File: src/rtl/dlser_pkg.sv
package dlser_pkg;
  // Strobes sent from the frame control to the datapath
  typedef struct packed {
    logic clear;      // sync low: empty lanes and output
    logic load;       // last slot: capture the wide word
    logic evenShift;  // even-phase lane enable
    logic oddShift;   // odd-phase lane enable
    logic pickOdd;    // output stage takes the odd lane this edge
  } serCtrl_t;
endpackage

File: src/rtl/dlser_ctrl.sv
module dlser_ctrl
  import dlser_pkg::*;
#(
  parameter int WORDS          = 8,
  parameter int FRAME_HI_START = 5
) (
  input  logic     clk,
  input  logic     rstN,
  input  logic     syncIn,
  output serCtrl_t ctl,
  output logic     frameClk
);
  localparam int SLOT_W = $clog2(WORDS);
  localparam logic [SLOT_W-1:0] LAST_SLOT = SLOT_W'(WORDS - 1);
  localparam logic [SLOT_W-1:0] HI_SLOT   = SLOT_W'(FRAME_HI_START);

  logic [SLOT_W-1:0] slotQ;

  always_ff @(posedge clk or negedge rstN) begin
    if (!rstN) begin
      slotQ    <= '0;
      frameClk <= 1'b0;
    end else if (!syncIn) begin
      slotQ    <= '0;
      frameClk <= 1'b0;
    end else begin
      slotQ    <= (slotQ == LAST_SLOT) ? '0 : slotQ + 1'b1;
      frameClk <= (slotQ >= HI_SLOT);
    end
  end

  // Divide-by-two phase from the slot LSB selects which lane moves
  always_comb begin
    ctl.clear     = !syncIn;
    ctl.load      = syncIn && (slotQ == LAST_SLOT);
    ctl.evenShift = syncIn && !slotQ[0];
    ctl.oddShift  = syncIn && slotQ[0];
    ctl.pickOdd   = slotQ[0];
  end
endmodule

File: src/rtl/dlser_lane.sv
module dlser_lane #(
  parameter int WORD_W     = 16,
  parameter int LANE_WORDS = 4
) (
  input  logic                         clk,
  input  logic                         rstN,
  input  logic                         clear,
  input  logic                         load,
  input  logic                         shift,
  input  logic [WORD_W*LANE_WORDS-1:0] loadVal,
  output logic [WORD_W-1:0]            laneTop
);
  localparam int LANE_W = WORD_W * LANE_WORDS;

  logic [LANE_W-1:0] laneQ;

  // Chunk shift toward the top: the output never needs a wide select
  always_ff @(posedge clk or negedge rstN) begin
    if (!rstN)      laneQ <= '0;
    else if (clear) laneQ <= '0;
    else if (load)  laneQ <= loadVal;
    else if (shift) laneQ <= {laneQ[LANE_W-WORD_W-1:0], {WORD_W{1'b0}}};
  end

  assign laneTop = laneQ[LANE_W-1 -: WORD_W];
endmodule

File: src/rtl/dlser_ddr_out.sv
module dlser_ddr_out #(
  parameter int WORD_W = 16
) (
  input  logic              clk,
  input  logic              rstN,
  input  logic              clear,
  input  logic              pickOdd,
  input  logic [WORD_W-1:0] evenTop,
  input  logic [WORD_W-1:0] oddTop,
  output logic [WORD_W-1:0] dataOut
);
  // Behavioural stand-in for a two-phase output register
  always_ff @(posedge clk or negedge rstN) begin
    if (!rstN)      dataOut <= '0;
    else if (clear) dataOut <= '0;
    else            dataOut <= pickOdd ? oddTop : evenTop;
  end
endmodule

File: src/rtl/dlser_datapath.sv
module dlser_datapath
  import dlser_pkg::*;
#(
  parameter int WORD_W = 16,
  parameter int WORDS  = 8
) (
  input  logic                    clk,
  input  logic                    rstN,
  input  serCtrl_t                ctl,
  input  logic [WORD_W*WORDS-1:0] dataIn,
  output logic [WORD_W-1:0]       evenLane,
  output logic [WORD_W-1:0]       oddLane,
  output logic [WORD_W-1:0]       dataOut
);
  localparam int IN_W       = WORD_W * WORDS;
  localparam int LANE_WORDS = WORDS / 2;
  localparam int LANE_W     = WORD_W * LANE_WORDS;

  logic [LANE_W-1:0] laneLoad [2];
  logic [WORD_W-1:0] laneTop  [2];

  for (genvar p = 0; p < 2; p++) begin : g_lane
    // Lane p gathers samples p, p+2, p+4 ... with the earliest at the top
    for (genvar i = 0; i < LANE_WORDS; i++) begin : g_slice
      assign laneLoad[p][LANE_W-1-i*WORD_W -: WORD_W] =
        dataIn[IN_W-1-(2*i+p)*WORD_W -: WORD_W];
    end
    if (p == 0) begin : g_even
      dlser_lane #(.WORD_W(WORD_W), .LANE_WORDS(LANE_WORDS)) lane_i (
        .clk(clk), .rstN(rstN), .clear(ctl.clear), .load(ctl.load),
        .shift(ctl.evenShift), .loadVal(laneLoad[p]), .laneTop(laneTop[p]));
    end else begin : g_odd
      dlser_lane #(.WORD_W(WORD_W), .LANE_WORDS(LANE_WORDS)) lane_i (
        .clk(clk), .rstN(rstN), .clear(ctl.clear), .load(ctl.load),
        .shift(ctl.oddShift), .loadVal(laneLoad[p]), .laneTop(laneTop[p]));
    end
  end

  assign evenLane = laneTop[0];
  assign oddLane  = laneTop[1];

  dlser_ddr_out #(.WORD_W(WORD_W)) out_i (
    .clk(clk), .rstN(rstN), .clear(ctl.clear), .pickOdd(ctl.pickOdd),
    .evenTop(laneTop[0]), .oddTop(laneTop[1]), .dataOut(dataOut));
endmodule

File: src/rtl/dual_lane_serializer.sv
module dual_lane_serializer
  import dlser_pkg::*;
#(
  parameter int WORD_W         = 16,
  parameter int WORDS          = 8,
  parameter int FRAME_HI_START = 5
) (
  input  logic                    clk,
  input  logic                    rstN,
  input  logic                    syncIn,
  input  logic [WORD_W*WORDS-1:0] dataIn,
  output logic [WORD_W-1:0]       evenLane,
  output logic [WORD_W-1:0]       oddLane,
  output logic [WORD_W-1:0]       dataOut,
  output logic                    frameClk
);
  serCtrl_t ctlBus;

  dlser_ctrl #(.WORDS(WORDS), .FRAME_HI_START(FRAME_HI_START)) ctrl_i (
    .clk(clk), .rstN(rstN), .syncIn(syncIn), .ctl(ctlBus), .frameClk(frameClk));

  dlser_datapath #(.WORD_W(WORD_W), .WORDS(WORDS)) dp_i (
    .clk(clk), .rstN(rstN), .ctl(ctlBus), .dataIn(dataIn),
    .evenLane(evenLane), .oddLane(oddLane), .dataOut(dataOut));
endmodule

File: config.mk
export PLATFORM = sky130hd
export DESIGN_NAME = dual_lane_serializer
export DESIGN_NICKNAME = d
export VERILOG_FILES = /design/src/rtl/dlser_pkg.sv /design/src/rtl/dlser_ctrl.sv /design/src/rtl/dlser_lane.sv /design/src/rtl/dlser_ddr_out.sv /design/src/rtl/dlser_datapath.sv /design/src/rtl/dual_lane_serializer.sv
export SDC_FILE = /design/constraint.sdc
export NUM_CORES = 1
export LEC_CHECK = 0
export ABC_AREA = 1
export BUFFER_PORTS_ARGS = -buffer_cell sky130_fd_sc_hd__buf_2
export CAP_MARGIN = 20
export CORE_MARGIN = 2
export CORE_UTILIZATION = 54
export CTS_CLUSTER_SIZE = 20
export DETAILED_ROUTE_END_ITERATION = 7
export GPL_TIMING_DRIVEN = 1
export PLACE_DENSITY = 0.85
export SLEW_MARGIN = 20
export SYNTH_ARGS = -nofsm -noshare
export SYNTH_HDL_FRONTEND = slang
export SYNTH_SLANG_ARGS = --single-unit
File: constraint.sdc
create_clock -name clk -period 2.3 [get_ports clk]
set_clock_uncertainty 0.15 [all_clocks]
set_input_delay 0.46 -clock clk [delete_from_list [all_inputs] [get_ports clk]]
set_output_delay 0.46 -clock clk [all_outputs]
set_load 0.05 [all_outputs]
==> impl_results.md, run 1 <==
- Fraction of final layout cells sized beyond drive strength 1: 20.8%
- Share of Yosys cell area claimed by the top area cell type: 50.2%
- CTS Buffer Depth: 2
- Design Power: between 5000 and 6000 uW
- Die Ht: roughly 120 um
- Fill cell total of the finished layout: ~1,200
- Number of setup violations in the final report: 0
- Proportion of total power due to net switching: a little under a quarter
- Global Route Usage Sum: a little over a quarter
- Average routed wire per standard cell: roughly 14 um
- Part of the cycle the worst path needs: 90.6%
- Capturing element type of the critical path: register
- Total power per unit cell area: roughly 680 nW/um^2
- Clk_lat worst skew: around 0.42 ns
- Register-to-Register Setup Slack: approximately 0.22 ns
- Outcome: completed
- Final Hold Violating Endpoints: 0
- Post-detailed-placement half-perimeter wirelength: roughly 12 mm
- Number of synthesized flops with an enable pin: 0
- Setup Crit Path Kind: reg2reg
- Overflow after GRT: 0
- Post-detailed-route DRC marker count: 0
- Total number of placement rows: 42
- Int Pwr: 4580 uW
- Root cell of the clock tree: sky130_fd_sc_hd__clkbuf_16
- Final Non-Filler Cells: approximately 1,300
- Clk network pwr share: between 40 and 50%
- Share of flip-flops with an asynchronous set or reset after synthesis: 100%
- Remaining number of nets flagged by the antenna check after routing: 0
- Placed cells: 1,256
- Part of the total power dissipated in combinational logic: under 10%
- Number of buffers inserted during clock tree synthesis: 17
- Warnings, synthesis: 0
- H-tree Lvls: 4
- Number of instances in the synthesized netlist: around 1,000
- Clk slew on worst S/H paths: roughly 0.060 ns
- Headroom to the max-slew limit: a little under half
- Fmax: roughly 0.48 GHz
- Path category of the worst min-delay check: in2reg
- Vias: between 6,000 and 7,000
- Sinks on Clock Net: 148
- Final-report max-slew violation count: 0
- Number of top-level pins: 180
- Summed instance area of the synthesized netlist: ~7400 sq um
- Overall routed net length: 18.3 mm
- Area added between synthesis and finish: 18.2%
- DRT Pass-1 Iters: 5
- Leakage dissipation: about 0.0052 uW
- Pin count of the biggest net entering global routing: ~120
- Mean instance size in the synthesized netlist: roughly 7.4 sq um
- Total nets after synthesis: about 1,100
- Cells taking the most area after synthesis: sky130_fd_sc_hd__dfrtp_1, sky130_fd_sc_hd__nand2_1, sky130_fd_sc_hd__nand3_1
- Initial antenna violation count: 1
- Maximum fanout along the worst path: 97
- Die width: roughly 120 um
- Vias in the first global route: approximately 6,300
- CP Launch Type: register
- Share of the core filled with cells in the final layout: 65.6%
- Net switching power figure: ~1400 uW
- Maximum VDD drop: slightly above 500 uV
- Data arrival time of the worst path: roughly 2.3 ns
- Final weighted congestion in routability-driven placement: 0.873
- Starting utilization of the core area: 55.5%
- Seq/Total Area, Yosys: about half
- Global-route wire length before repair: between 30 and 40 mm
- Cell type contributing the most total cell area after synthesis: sky130_fd_sc_hd__dfrtp_1
- Placeable core area: between 10,000 and 15,000 sq um
- Number of buffers inserted by post-CTS setup repair: 0
- Number of distinct library cell variants in the gate-level netlist after synthesis: 16
- Register bit count reported by yosys: 148
- Reported max-cap violation count: 0
- Post-route minimum period: between 2 and 2.5 ns
- Unrepaired setup endpoints after global routing: false
- Number of nets at the end of the flow: ~1,200
- Detail-routed via count per cell: 5.19
- WP data required: between 2 and 3 ns
- Clock tree from TritonCTS: built
- Resized cells post-CTS: 0
- Transition time of the tightest slew-check pin: 0.783 ns
- PortBufs: 179
- Die Outline Area: roughly 15,000 sq um
- Sequential share of power: roughly 44%
- Most used DFF post-synth: sky130_fd_sc_hd__dfrtp_1
- Sum of negative setup slack: 0 ns
- Number of DRC violations after detailed-routing iteration 0: 621
==> per-layer routing <==
metal  wire [um]  GRT usage (%)
met4         637           11.6
met2        8220           39.8
met1        8250           36.5
met5           0              0
met3        1190           5.31
==> cell usage after synthesis (2+ instances only) <==
library cell / number
sky130_fd_sc_hd__nand3_1: 192
sky130_fd_sc_hd__nand2_1: 485
sky130_fd_sc_hd__nor2_1: 32
sky130_fd_sc_hd__ha_1: 3
sky130_fd_sc_hd__buf_2: 53
sky130_fd_sc_hd__buf_4: 35
sky130_fd_sc_hd__o21ai_0: 15
sky130_fd_sc_hd__inv_1: 3
sky130_fd_sc_hd__a21oi_1: 2
sky130_fd_sc_hd__clkbuf_1: 15
sky130_fd_sc_hd__inv_2: 5
sky130_fd_sc_hd__dfrtp_1: 148
==> repair_timing <==
action	4_1_cts	5_1_grt
hold buffers	1	0
endpoints found under the setup margin	0	0
endpoints found under the hold margin	25	0
==> state kept, by name, summed over array words and instances (netlist names) <==
name and count:
dp_i.g_lane.g_odd.lane_i.laneQ 64, dp_i.out_i.dataOut 16, ctrl_i.slotQ 3, ctrl_i.frameClk 1
dp_i.g_lane.g_even.lane_i.laneQ 64
==> cells by family after synthesis <==
family | Yosys count | share of synthesized area [%]
simple gates | 712 | 39.7
flops | 148 | 50.2
buf+inv | 112 | 8.38
compound gates | 17 | 1.15
fa+ha+maj | 3 | 0.509
==> critical path, cell delays in order (launching register included) <==
cell,delay [ns]
sky130_fd_sc_hd__dfrtp_1,0.35
sky130_fd_sc_hd__ha_1,0.19
sky130_fd_sc_hd__ha_4,0.16
sky130_fd_sc_hd__buf_12,0.31
sky130_fd_sc_hd__nand2_1,0.20
sky130_fd_sc_hd__inv_1,0.39
sky130_fd_sc_hd__nand2_1,0.10
sky130_fd_sc_hd__nand2_1,0.09
==> placed cells by master (no fill, tap or decap), drive strengths merged <==
cell and n:
nand2 485, dlygate4sd3 1, buf 192, ha 3
bufinv 3, clkbuf 23, nor2 34, nand3 193
a21oi 2, dfrtp 148, o21ai 15, clkinvlp 2
clkinv 4, inv 8, diode 1
==> final timing paths <==
| kind | start | end | cells after the start |
|---|---|---|---|
| min in group asynchronous | rstN | dp_i.g_lane[1].g_odd.lane_i.laneQ[12] | 2 |
| min reg2reg | dp_i.g_lane[0].g_even.lane_i.laneQ[1] | dp_i.g_lane[0].g_even.lane_i.laneQ[1] | 2 |
| max | ctrl_i.slotQ[1] | dp_i.g_lane[0].g_even.lane_i.laneQ[14] | 7 |
| max in group asynchronous | rstN | dp_i.out_i.dataOut[10] | 3 |
| max reg2reg | ctrl_i.slotQ[1] | dp_i.g_lane[0].g_even.lane_i.laneQ[14] | 7 |
| min | dataIn[13] | dp_i.g_lane[1].g_odd.lane_i.laneQ[13] | 3 |
==> cell type report <==
cell class	count	area, sq um	area share [%]
diodes	1	2.50	0.0287
clock buffers	23	488	5.60
clock inverters	9	125	1.44
inverters	8	30.0	0.344
multi-input cells	732	3070	35.2
flip-flops and latches	148	3700	42.5
well taps	176	220	2.53
repair buffers	193	1080	12.4
==> per-stage QoR <==
stage / area [sq um] / worst slack, ns / hold WS, ns
global route: 8710 / 0.0278 / 0.0754
floorplan: 7370 / 0.527 / 0.0144
finish: 8720 / 0.216 / 0.0846
CTS: 8710 / 0.208 / 0.0637
global placement: 8090 / 0.346 / 0.198
detailed placement: 8090 / 0.226 / 0.199
==> power groups by stage <==
stage	Combinational [uW]	Sequential, uW	Clock (uW)
CTS	468	2640	2890
floorplan	190	2730	0
global placement	462	2690	0
detailed placement	464	2690	0
finish	466	2640	2850
global route	510	2640	3000
No activity file was read; power rests on OpenSTA's default activity.
==> inputs of run 2 (changes only) <==
==> constraint.sdc (replaced) <==
create_clock -name clk -period 2.3 [get_ports clk]
set_clock_uncertainty 0.15 [all_clocks]
set_input_delay 0.23 -clock clk [delete_from_list [all_inputs] [get_ports clk]]
set_output_delay 0.23 -clock clk [all_outputs]
set_load 0.05 [all_outputs]
==> impl_results.md, run 2 (same netlist as run 1, synthesis figures left out) <==
- Capturing element type of the critical path: register
- Pin count of the biggest net entering global routing: 102
- Sum of negative setup slack: 0 ns
- Final Hold Violating Endpoints: 0
- Data arrival time of the worst path: roughly 2.3 ns
- Reported max-cap violation count: 0
- Post-route minimum period: between 2 and 2.5 ns
- Placed cells: between 1,000 and 1,500
- Clock tree from TritonCTS: built
- Placeable core area: approximately 13,000 sq um
- Part of the cycle the worst path needs: approximately 91%
- Fmax: roughly 0.48 GHz
- Transition time of the tightest slew-check pin: just under 0.8 ns
- Fill cell total of the finished layout: 968
- Total power per unit cell area: between 600 and 700 nW/um^2
- Root cell of the clock tree: sky130_fd_sc_hd__clkbuf_16
- Most common library cell in the layout ignoring fill and taps: sky130_fd_sc_hd__nand2_1
- Final Cell Area: roughly 9700 sq um
- Number of setup violations in the final report: 0
- Detail-routed via count per cell: roughly 5.2
- DRT Pass-1 Iters: 5
- Final weighted congestion in routability-driven placement: slightly below 0.9
- Area added between synthesis and finish: 31.7%
- Average routed wire per standard cell: between 10 and 15 um
- Vias: between 7,000 and 8,000
- Resized cells post-CTS: 0
- Final-report max-slew violation count: 0
- Remaining number of nets flagged by the antenna check after routing: 0
- PortBufs: 179
- CP Launch Type: register
- Number of buffers inserted by hold repair at cts: approximately 100
- Number of buffers inserted during clock tree synthesis: 17
- CTS Buffer Depth: 2
- Final hold slack: ~0.0095 ns
- Placement Cell Area: roughly 8100 sq um
- Number of nets at the end of the flow: roughly 1,300
- Maximum VDD drop: roughly 550 uV
- Setup Crit Path Kind: reg2reg
- Global-route wire length before repair: 33.0 mm
- WP data required: 2.51 ns
- Clk_lat worst skew: approximately 0.42 ns
- Post-detailed-placement half-perimeter wirelength: 11.9 mm
- Path category of the worst min-delay check: in2reg
- Global Route Usage Sum: roughly 29%
- Initial antenna violation count: 1
- Leakage dissipation: between 0.005 and 0.006 uW
- Die Outline Area: ~15,000 sq um
- Fraction of final layout cells sized beyond drive strength 1: 19.1%
- Headroom to the max-slew limit: a little under half
- Sinks on Clock Net: around 150
- Number of top-level pins: 180
- Overall routed net length: 20.4 mm
- Number of DRC violations after detailed-routing iteration 0: approximately 770
- Clk slew on worst S/H paths: roughly 0.06 ns
- Final Non-Filler Cells: 1,392
- H-tree Lvls: 4
- Total number of placement rows: between 40 and 50
- Post-detailed-route DRC marker count: 0
- Die width: about 120 um
- Overflow after GRT: 0
- Largest registers: dp_i.g_lane.g_even.lane_i.laneQ (64), dp_i.g_lane.g_odd.lane_i.laneQ (64), dp_i.out_i.dataOut (16)
- Vias in the first global route: approximately 6,900
- Outcome: completed
- Starting utilization of the core area: a little under three fifths
- Unrepaired setup endpoints after global routing: false
- Maximum fanout along the worst path: 97
- Commonest cells after routing, fill and taps aside: sky130_fd_sc_hd__nand2_1, sky130_fd_sc_hd__nand3_1, sky130_fd_sc_hd__buf_2, sky130_fd_sc_hd__dfrtp_1, sky130_fd_sc_hd__dlygate4sd3_1
- Number of buffers inserted by post-CTS setup repair: 0
- Die Ht: around 120 um
- Design Power: ~6000 uW
==> run 2: cell count changes in the layout (fill, tap and decap cells not counted) <==
cell | before | now
sky130_fd_sc_hd__bufinv_16 | 3 | 2
sky130_fd_sc_hd__clkinvlp_4 | 2 | 1
sky130_fd_sc_hd__dlygate4sd3_1 | 1 | 102
sky130_fd_sc_hd__buf_4 | 8 | 9
sky130_fd_sc_hd__clkinv_2 | 4 | 5
sky130_fd_sc_hd__clkinv_4 | 0 | 1
==> run 2: where the power goes <==
part	total, uW	internal (uW)	leakage [uW]	switching [uW]
registers	2640	2630	0.00206	11.2
logic	608	252	0.00331	357
clock network	2740	1700	0.000293	1040
total	5990	4580	0.00566	1400
==> run 2: area by class of cell <==
class,instances,area (sq um),area share [%]
Multi-Input combinational cell,732,3070,31.6
Clock buffer,23,488,5.02
Clock inverter,9,101,1.04
Antenna cell,1,2.50,0.0258
Tap cell,176,220,2.27
Timing Repair Buffer,295,2100,21.6
Sequential cell,148,3700,38.1
Inverter,8,30.0,0.309
==> run 2: per-layer routing <==
| layer | wire length, um | vias up | track usage, % |
|---|---|---|---|
| met5 | 0 | - | 0 |
| met4 | 791 | 0 | 14.0 |
| met3 | 1420 | 62 | 4.79 |
| met2 | 9360 | 365 | 44.0 |
| met1 | 8790 | 3321 | 39.6 |
| li1 | - | 3538 | - |
==> run 2: final timing paths <==
check / start / endpoint / slack, ns / depth (start not counted)
max: ctrl_i.slotQ[0] / dp_i.g_lane[0].g_even.lane_i.laneQ[4] / 0.21 / 7
min: dataIn[117] / dp_i.g_lane[0].g_even.lane_i.laneQ[53] / 0.01 / 5
max reg2reg: ctrl_i.slotQ[0] / dp_i.g_lane[0].g_even.lane_i.laneQ[4] / 0.21 / 7
min reg2reg: dp_i.g_lane[0].g_even.lane_i.laneQ[2] / dp_i.g_lane[0].g_even.lane_i.laneQ[2] / 0.33 / 2
max in group asynchronous: rstN / dp_i.out_i.dataOut[7] / 1.12 / 3
min in group asynchronous: rstN / dp_i.g_lane[1].g_odd.lane_i.laneQ[7] / 0.18 / 2
==> run 2: critical path, stage by stage (launching register included) <==
cell and delay [ns]:
sky130_fd_sc_hd__dfrtp_1 0.35, sky130_fd_sc_hd__ha_1 0.19, sky130_fd_sc_hd__ha_4 0.16, sky130_fd_sc_hd__buf_12 0.33
sky130_fd_sc_hd__nand2_1 0.19, sky130_fd_sc_hd__inv_1 0.38, sky130_fd_sc_hd__nand2_1 0.12, sky130_fd_sc_hd__nand2_1 0.09
==> run 2: per-stage QoR <==
| stage | setup WS, ns | utilization [%] |
|---|---|---|
| floorplan | 0.527 | - |
| global placement | 0.354 | 60.9 |
| detailed placement | 0.269 | 60.9 |
| CTS | 0.256 | 73.0 |
| global route | 0.0536 | 73.0 |
| finish | 0.214 | 73.0 |
==> inputs of run 3 (changes only) <==
--- a/config.mk
+++ b/config.mk
@@ -12,8 +12,7 @@
 export CORE_UTILIZATION = 54
 export CTS_CLUSTER_SIZE = 20
 export DETAILED_ROUTE_END_ITERATION = 7
-export GPL_TIMING_DRIVEN = 1
-export PLACE_DENSITY = 0.85
+export PLACE_DENSITY = 0.81
 export SLEW_MARGIN = 20
 export SYNTH_ARGS = -nofsm -noshare
 export SYNTH_HDL_FRONTEND = slang
==> impl_results.md, run 3 (same netlist as run 1, synthesis figures left out) <==
- Post-detailed-placement half-perimeter wirelength: 12.1 mm
- Pin count of the biggest net entering global routing: 98
- Die Ht: between 100 and 150 um
- Sinks on Clock Net: 148
- Total power per unit cell area: about 600 nW/um^2
- Cell with the largest stage delay on the worst path: sky130_fd_sc_hd__inv_1
- Leakage dissipation: 0.00564 uW
- Part of the cycle the worst path needs: between 90% and 100%
- Most common library cell in the layout ignoring fill and taps: sky130_fd_sc_hd__nand2_1
- Number of top-level pins: 180
- Maximum VDD drop: around 480 uV
- Met1 WL: a little under 9 mm
- CTS Buffer Depth: 2
- Diodes inserted: 0
- Final hold slack: -0.00693 ns
- Fraction of final layout cells sized beyond drive strength 1: about a fifth
- Commonest cells after routing, fill and taps aside: sky130_fd_sc_hd__nand2_1, sky130_fd_sc_hd__nand3_1, sky130_fd_sc_hd__buf_2, sky130_fd_sc_hd__dfrtp_1, sky130_fd_sc_hd__dlygate4sd3_1
- Worst path max stage delay: roughly 0.4 ns
- Root cell of the clock tree: sky130_fd_sc_hd__clkbuf_16
- Post-placement setup slack: between 0.2 and 0.3 ns
- Initial antenna violation count: 0
- Maximum fanout along the worst path: 97
- Outcome: finished with violations
- Overflow after GRT: 0
- Number of nets at the end of the flow: between 1,000 and 1,500
- Number of buffers inserted by hold repair at cts: between 100 and 150
- Detail-routed via count per cell: around 5.2
- Final Hold Violating Endpoints: 1
- Design Power: between 5000 and 6000 uW
- WP data required: roughly 2.5 ns
- H-tree Lvls: 4
- Setup Crit Path Kind: reg2reg
- Final weighted congestion in routability-driven placement: a little over 0.8
- Number of buffers and inverters on the critical path: 2
- Average routed wire per standard cell: approximately 15 um
- Share of the core filled with cells in the final layout: between 70 and 80%
- Overall routed net length: 20.6 mm
- Placeable core area: around 13,000 sq um
- PortBufs: about 180
- DRT Pass-1 Iters: 6
- CP Launch Type: register
- Cell type with the highest occurrence count on the critical path: sky130_fd_sc_hd__nand2_1
- Global Route Usage Sum: approximately 30%
- Path category of the worst min-delay check: in2reg
- Metal3 WL: about 1.3 mm
- Data arrival time of the worst path: roughly 2.3 ns
- Post-detailed-route DRC marker count: 0
- Clock tree from TritonCTS: built
- Vias in the first global route: approximately 7,000
- Global-route wire length before repair: roughly 34 mm
- Violations in the final reports: negative hold slack
- Met2 wire length: just under 10 mm
- Area added between synthesis and finish: 30.9%
- Number of buffers inserted during clock tree synthesis: 17
- Clk slew on worst S/H paths: roughly 0.060 ns
- Uppermost signal routing layer after detailed routing: met4
- Final-report max-slew violation count: 0
- Clk_lat worst skew: 0.42 ns
- Number of buffers inserted by post-CTS setup repair: 0
- Die Outline Area: about 15,000 sq um
- Remaining number of nets flagged by the antenna check after routing: 0
- Reported max-cap violation count: 0
- Number of setup violations in the final report: 0
- Fmax: ~0.47 GHz
- Largest registers: dp_i.g_lane.g_even.lane_i.laneQ (64), dp_i.g_lane.g_odd.lane_i.laneQ (64), dp_i.out_i.dataOut (16)
- Capturing element type of the critical path: register
- Total number of placement rows: 42
- Post-route minimum period: ~2.1 ns
- Unrepaired setup endpoints after global routing: false
- Transition time of the tightest slew-check pin: roughly 0.8 ns
- Starting utilization of the core area: between 50 and 60%
- Vias: 7,263
- Resized cells post-CTS: 0
- Family with the most delay on the worst path: buffers and inverters
- Sequence of cells on the critical path: ha_1 -> ha_4 -> buf_12 -> nand2_1 -> inv_1 -> nand2_1 -> nand2_1
- Sum of negative setup slack: 0 ns
- Die width: approximately 120 um
- Headroom to the max-slew limit: around 48%
- Worst-case setup margin in the final layout: around 0.19 ns
- Number of DRC violations after detailed-routing iteration 0: 933
run 3: cell types whose count changed in the layout (fill, tap and decap cells not counted), sizes merged:
cell         change
buf              -2
bufinv           -1
clkinv           -1
clkinvlp         -1
diode            -1
dlygate4sd3      +1
run 3: path summary, 6_finish.rpt:
check	slack, ns	startpoint	end	cells after the start
max in group asynchronous	1.16	rstN	dp_i.out_i.dataOut[11]	3
min in group asynchronous	0.07	rstN	dp_i.g_lane[1].g_odd.lane_i.laneQ[11]	2
worst min register to register	0.33	dp_i.g_lane[0].g_even.lane_i.laneQ[8]	dp_i.g_lane[0].g_even.lane_i.laneQ[8]	2
worst min-delay path	-0.007	dataIn[66]	dp_i.g_lane[1].g_odd.lane_i.laneQ[34]	5
worst max-delay path	0.19	ctrl_i.slotQ[0]	dp_i.g_lane[0].g_even.lane_i.laneQ[0]	7
worst max register to register	0.19	ctrl_i.slotQ[0]	dp_i.g_lane[0].g_even.lane_i.laneQ[0]	7
run 3: cell type report:
type,count,area (sq um)
multi-input combinational,732,3070
sequential,148,3700
timing repair buffer,294,2090
clock buffer,23,478
fill,992,3650
inverter,8,30.0
clock inverter,6,55.1
tap,176,220
run 3: metrics by stage:
step,instances,cell area (sq um)
after floorplan,992,7370
after global placement,1255,8080
after detailed placement,1255,8080
after CTS,1387,9650
after global routing,1387,9650
final,1387,9650
run 3: report_power, final:
| group | switching, uW | internal (uW) | total (uW) | leakage [uW] |
|---|---|---|---|---|
| clock | 999 | 1540 | 2540 | 0.000268 |
| combinational | 353 | 252 | 604 | 0.00331 |
| sequential | 11.5 | 2630 | 2640 | 0.00206 |
run 3: tightest hold or removal path, stage by stage:
cell and delay (ns):
sky130_fd_sc_hd__buf_2 0.08, sky130_fd_sc_hd__nand3_1 0.06, sky130_fd_sc_hd__nand2_1 0.06, sky130_fd_sc_hd__nand2_1 0.05, sky130_fd_sc_hd__nand2_1 0.05
run 3: per-layer routing:
layer	GRT usage [%]	up-vias
met1	39.0	3326
met4	13.4	0
li1	-	3529
met3	5.83	70
met2	46.6	338
met5	0	-
